--- src/rtl/irq_rr_scanner.sv ---
module irq_rr_scanner #(
  parameter int N      = 24,
  parameter int VEC_W  = 8,
  parameter int DEST_W = 8,
  localparam int IW    = (N > 1) ? $clog2(N) : 1
) (
  input  logic              clk,
  input  logic              rst_n,
  input  logic [N-1:0]      irq_in,
  input  logic              cfg_we,
  input  logic [IW-1:0]     cfg_idx,
  input  logic              cfg_level,
  input  logic              cfg_low,
  input  logic              cfg_mask,
  input  logic [VEC_W-1:0]  cfg_vector,
  input  logic [DEST_W-1:0] cfg_dest,
  input  logic              eoi_valid,
  input  logic [VEC_W-1:0]  eoi_vector,
  output logic              req_valid,
  input  logic              req_ready,
  output logic [IW-1:0]     req_line,
  output logic [VEC_W-1:0]  req_vector,
  output logic [DEST_W-1:0] req_dest,
  output logic              req_level
);

  logic [N-1:0]      sync1, sync2, prev_act;
  logic [N-1:0]      lvl_q, low_q, mask_q, edge_q, busy_q;
  logic [VEC_W-1:0]  vec_q  [N];
  logic [DEST_W-1:0] dest_q [N];
  logic [IW-1:0]     ptr;

  logic [N-1:0] act, rise, pend;
  logic         accept;
  logic [IW-1:0] ptr_nxt;

  assign act     = sync2 ^ low_q;
  assign rise    = act & ~prev_act;
  assign pend    = ~mask_q & ((lvl_q & act & ~busy_q) | (~lvl_q & edge_q));
  assign accept  = req_valid & req_ready;
  assign ptr_nxt = (ptr == IW'(N - 1)) ? '0 : ptr + 1'b1;

  always_ff @(posedge clk) begin
    if (!rst_n) begin
      sync1    <= '0;
      sync2    <= '0;
      prev_act <= '0;
    end else begin
      sync1    <= irq_in;
      sync2    <= sync1;
      prev_act <= act;
    end
  end

  always_ff @(posedge clk) begin
    if (!rst_n) begin
      lvl_q  <= '0;
      low_q  <= '0;
      mask_q <= '1;
      for (int i = 0; i < N; i++) begin
        vec_q[i]  <= '0;
        dest_q[i] <= '0;
      end
    end else if (cfg_we) begin
      lvl_q[cfg_idx]  <= cfg_level;
      low_q[cfg_idx]  <= cfg_low;
      mask_q[cfg_idx] <= cfg_mask;
      vec_q[cfg_idx]  <= cfg_vector;
      dest_q[cfg_idx] <= cfg_dest;
    end
  end

  always_ff @(posedge clk) begin
    if (!rst_n) begin
      edge_q <= '0;
      busy_q <= '0;
    end else begin
      for (int i = 0; i < N; i++) begin
        if (accept && req_line == IW'(i)) begin
          edge_q[i] <= 1'b0;
          if (req_level) busy_q[i] <= 1'b1;
        end
        if (eoi_valid && lvl_q[i] && vec_q[i] == eoi_vector) busy_q[i] <= 1'b0;
        if (!lvl_q[i] && !mask_q[i] && rise[i]) edge_q[i] <= 1'b1;
        if (mask_q[i] || lvl_q[i]) edge_q[i] <= 1'b0;
      end
    end
  end

  always_ff @(posedge clk) begin
    if (!rst_n) begin
      ptr        <= '0;
      req_valid  <= 1'b0;
      req_line   <= '0;
      req_vector <= '0;
      req_dest   <= '0;
      req_level  <= 1'b0;
    end else if (req_valid) begin
      if (req_ready) begin
        req_valid <= 1'b0;
        ptr       <= ptr_nxt;
      end
    end else if (pend[ptr]) begin
      req_valid  <= 1'b1;
      req_line   <= ptr;
      req_vector <= vec_q[ptr];
      req_dest   <= dest_q[ptr];
      req_level  <= lvl_q[ptr];
    end else begin
      ptr <= ptr_nxt;
    end
  end

endmodule

--- config.mk ---
export PLATFORM = sky130hd
export DESIGN_NAME = irq_rr_scanner
export DESIGN_NICKNAME = d
export VERILOG_FILES = /design/src/rtl/irq_rr_scanner.sv
export SDC_FILE = /design/constraint.sdc
export NUM_CORES = 1
export LEC_CHECK = 0
export ABC_CLOCK_PERIOD_IN_PS = 2200
export BUFFER_PORTS_ARGS = -buffer_cell sky130_fd_sc_hd__buf_4
export CORE_ASPECT_RATIO = 1.5
export CORE_UTILIZATION = 57
export DETAILED_ROUTE_END_ITERATION = 8
export PLACE_DENSITY = 0.86
export SYNTH_ARGS = -nofsm -noshare
export SYNTH_HDL_FRONTEND = slang
export SYNTH_SLANG_ARGS = --single-unit
export TNS_END_PERCENT = 50
--- constraint.sdc ---
create_clock -name clk -period 2.2 [get_ports clk]
set_input_delay 0.11 -clock clk [delete_from_list [all_inputs] [get_ports clk]]
set_output_delay 0.11 -clock clk [all_outputs]
set_load 0.05 [all_outputs]
==> impl_metrics.ini <==
[yosys]
syn_nets = 2521
ys_seq_elements = 732
yosysWarningCount = 0
synth_top_cells_by_count = edfxtp_1, and2_1, dfxtp_1, mux4_2, xor2_1
synth_mux_area_share_pct = 12.21
synthXorXnorAreaFrac_pct = 5.716
synth-adder-area-share_pct = 0.03781
synth_area_leader_cell = edfxtp_1
synth_cells = 2459
seq_area_frac_synth_pct = 59.77
synth.top_cell.area_share_pct = 46.46
synth_ff_type = edfxtp_1
synth_area_leaders = edfxtp_1, dfxtp_1, mux4_2
synth_edf_count = 512
async_reset_ff_share_pct = 0
synth_compound_area_share_pct = 4.408
avgSynthCellArea_um2 = 13.46
synth-simple-area-share_pct = 15.13
synth_cell_type_count = 60
synth.most_common_cell = edfxtp_1
syn-cell-area_mm2 = 0.03309
synth_top_family_by_area = simple AND/OR/NAND/NOR gates

[status]
status = complete, but fails checks
violations = setup timing

[route]
vias = 22843
ant_nets = 0
routed_wl_um = 101700
routedWlPerCell_um = 29.26
remaining_drc_errors = 0
first_pass_iters = 5
via_per_inst = 6.570
drt_iter0_drc = 2773

[floorplan]
die_x_um = 198.7
fp.dieH_um = 297.1
rows = 107
die_area_mm2 = 0.05905
pin_count = 84
start_util_pct = 58.03
core_mm2 = 0.05703

[clock_tree]
cts.htree.levels = 3
cts_buffers = 66
path_clk_slew_ns = 0.07
clk_latency_ns = 0.62
clock_path_buffers = 3
root_buffer = clkbuf_16
numClockSinks = 732
cts_tree = built

[timing]
hold_slack_ns = 0.04365
relSlewSlack_pct = 51.69
fin_crit_ns = 2.480
fin_worst_skew_ns = 0.03027
fmax_ghz = 0.4032
tightestPinTransition_ns = 0.7229
post-route-period-util_pct = 112.7
postLayoutSetupSlackWorst_ns = -0.2804
drv_slew = 0
rsz0062_at_grt = yes
setup_viol = 25
hold_viol = 0
tns_ns = -4.522

[setup_path]
cp.required_ns = 2.69
r2r_cells = 7
criticalPathCategory = flip-flop to flip-flop
crit_arrival_ns = 2.97
critPathMaxFanout = 15
crit_path_start_kind = flip-flop
worstReg2RegEnd = req_vector[2]
r2r_slack_ns = -0.28
end_kind = flip-flop
r2r-start = ptr[0]

[global_route]
grt_max_degree = 71
grt_pass1_vias = 23219
antenna_found_initial = 3
grt_first_pass_wirelength_um = 147200
grtUsageTotal_pct = 34.56
grt_overflow = 0

[power]
p_sw_mw = 9.979
p_leak_nw = 13.70
seqPwrFrac_pct = 44.0
power_frac_comb_pct = 21.8
ir_drop_mv = 0.5389
clockPowerShare_pct = 34.2
internal_power_mw = 25.99
p_per_area_mw_per_mm2 = 929.2
sw_frac_of_total_pct = 27.75

[worst_hold_path]
holdPathEnd = ptr[1]
hold_class = primary input to flip-flop
whs_path_depth = 4
hp-start = req_ready

[cells_and_area]
drive_above_1_share_pct = 20.82
syn2layout_area_growth_pct = 16.95
stdcell_count = 3477
nets = 2723
diodes = 0

[flow_run]
drv_cap = 0

[placed_design]
placed_cells = 3285
io_buffers = 83
dp_hpwl_um = 65000
pre_cts_ws_ns = -0.2891
gp_congestion = 0.9937
==> state kept, by name, indices dropped and copies added, names as in the netlist <==
register / cells
req_dest: 8
vec_q: 256
sync2: 24
ptr: 5
req_level: 1
dest_q: 256
busy_q: 24
edge_q: 24
mask_q: 24
req_valid: 1
prev_act: 24
req_line: 5
low_q: 24
sync1: 24
lvl_q: 24
req_vector: 8
==> per-stage QoR <==
stage / util, % / power, mW / cell area (um^2)
2_1_floorplan: - / 20.43 / 33110
3_3_place_gp: 62.18 / 22.86 / 35460
3_5_place_dp: 62.18 / 23.10 / 35460
4_1_cts: 67.50 / 35.51 / 38500
5_1_grt: 67.86 / 36.68 / 38700
6_report: 67.86 / 35.97 / 38700
==> area by class of cell <==
type,count,area [um^2]
multi-input cells,1519,12480
well taps,763,954.7
flip-flops and latches,732,19790
clock inverters,40,450.4
repair buffers,314,3062
fillers,3635,18330
clock buffers,81,1866
inverters,28,106.4
==> cell usage in the layout, fill, tap and decap left out, types with 16 or more instances in the layout <==
cell,synthesis,final
buf_4,11,214
nor2_1,124,124
nand2_1,82,81
nor2b_1,19,19
mux2i_1,28,26
nand4_1,34,34
dfxtp_1,220,216
inv_1,28,27
nand2b_1,16,16
edfxtp_1,512,512
a21oi_1,81,79
buf_12,0,29
nor3_1,18,18
nand3_1,41,40
nor4_1,50,50
o22ai_1,18,18
dlygate4sd3_1,0,53
o21ai_0,40,39
mux4_2,167,167
xnor2_1,77,77
clkbuf_16,0,76
and2_1,452,452
a22o_1,20,20
a311oi_1,20,20
xor2_1,139,139
==> layer usage <==
layer  vias up  GRT usage [%]  routed length [um]
met2      1782          55.69               48710
li1       9418              -                   -
met5         -              0                  38
met1     11079          39.07               32040
met3       558          7.347               11480
met4         6          29.03                9466
==> power by group through the flow <==
stage,combinational [mW],sequential [mW],clock [mW]
6_report,7.85,15.8,12.3
5_1_grt,8.03,15.8,12.8
4_1_cts,7.41,15.8,12.3
3_5_place_dp,7.04,16.1,0
3_3_place_gp,6.83,16.0,0
2_1_floorplan,4.36,16.1,0
==> worst max-delay path: stages, from the launching register on <==
cell and delay (ns):
dfxtp_4 0.38, buf_12 0.17, buf_16 0.19, buf_12 0.16, mux4_2 0.53, mux4_2 0.58, mux2i_1 0.23, a311oi_1 0.12
==> cell families (layout without fill, tap and decap cells) <==
kind of cell | count (synthesis) | after routing
AOI/OAI and AO/OA | 227 | 227
adders and majority gates | 1 | 1
xor gates and xnor gates | 216 | 216
DFF | 732 | 732
buffers and inverters | 208 | 463
muxes | 195 | 195
and+or+nand+nor | 880 | 880
==> what timing repair did <==
item,CTS,global route
setup buffers,6,5
pin swaps,2,6
hold buffers,53,0
setup endpoints to repair,28,28
endpoints found under the hold margin,190,0
resized for setup,17,8
gates cloned,2,5
==> worst max path at each step <==
stage / endpoint / startpoint / cells after the start
detailed placement: req_dest[3] / ptr[0] / 7
global placement: req_vector[5] / ptr[0] / 7
CTS: req_vector[2] / ptr[0] / 7
finish: req_vector[2] / ptr[0] / 7
global route: req_vector[5] / ptr[0] / 7
floorplan: req_dest[4] / ptr[0] / 7
No activity file was read; power rests on OpenSTA's default activity.
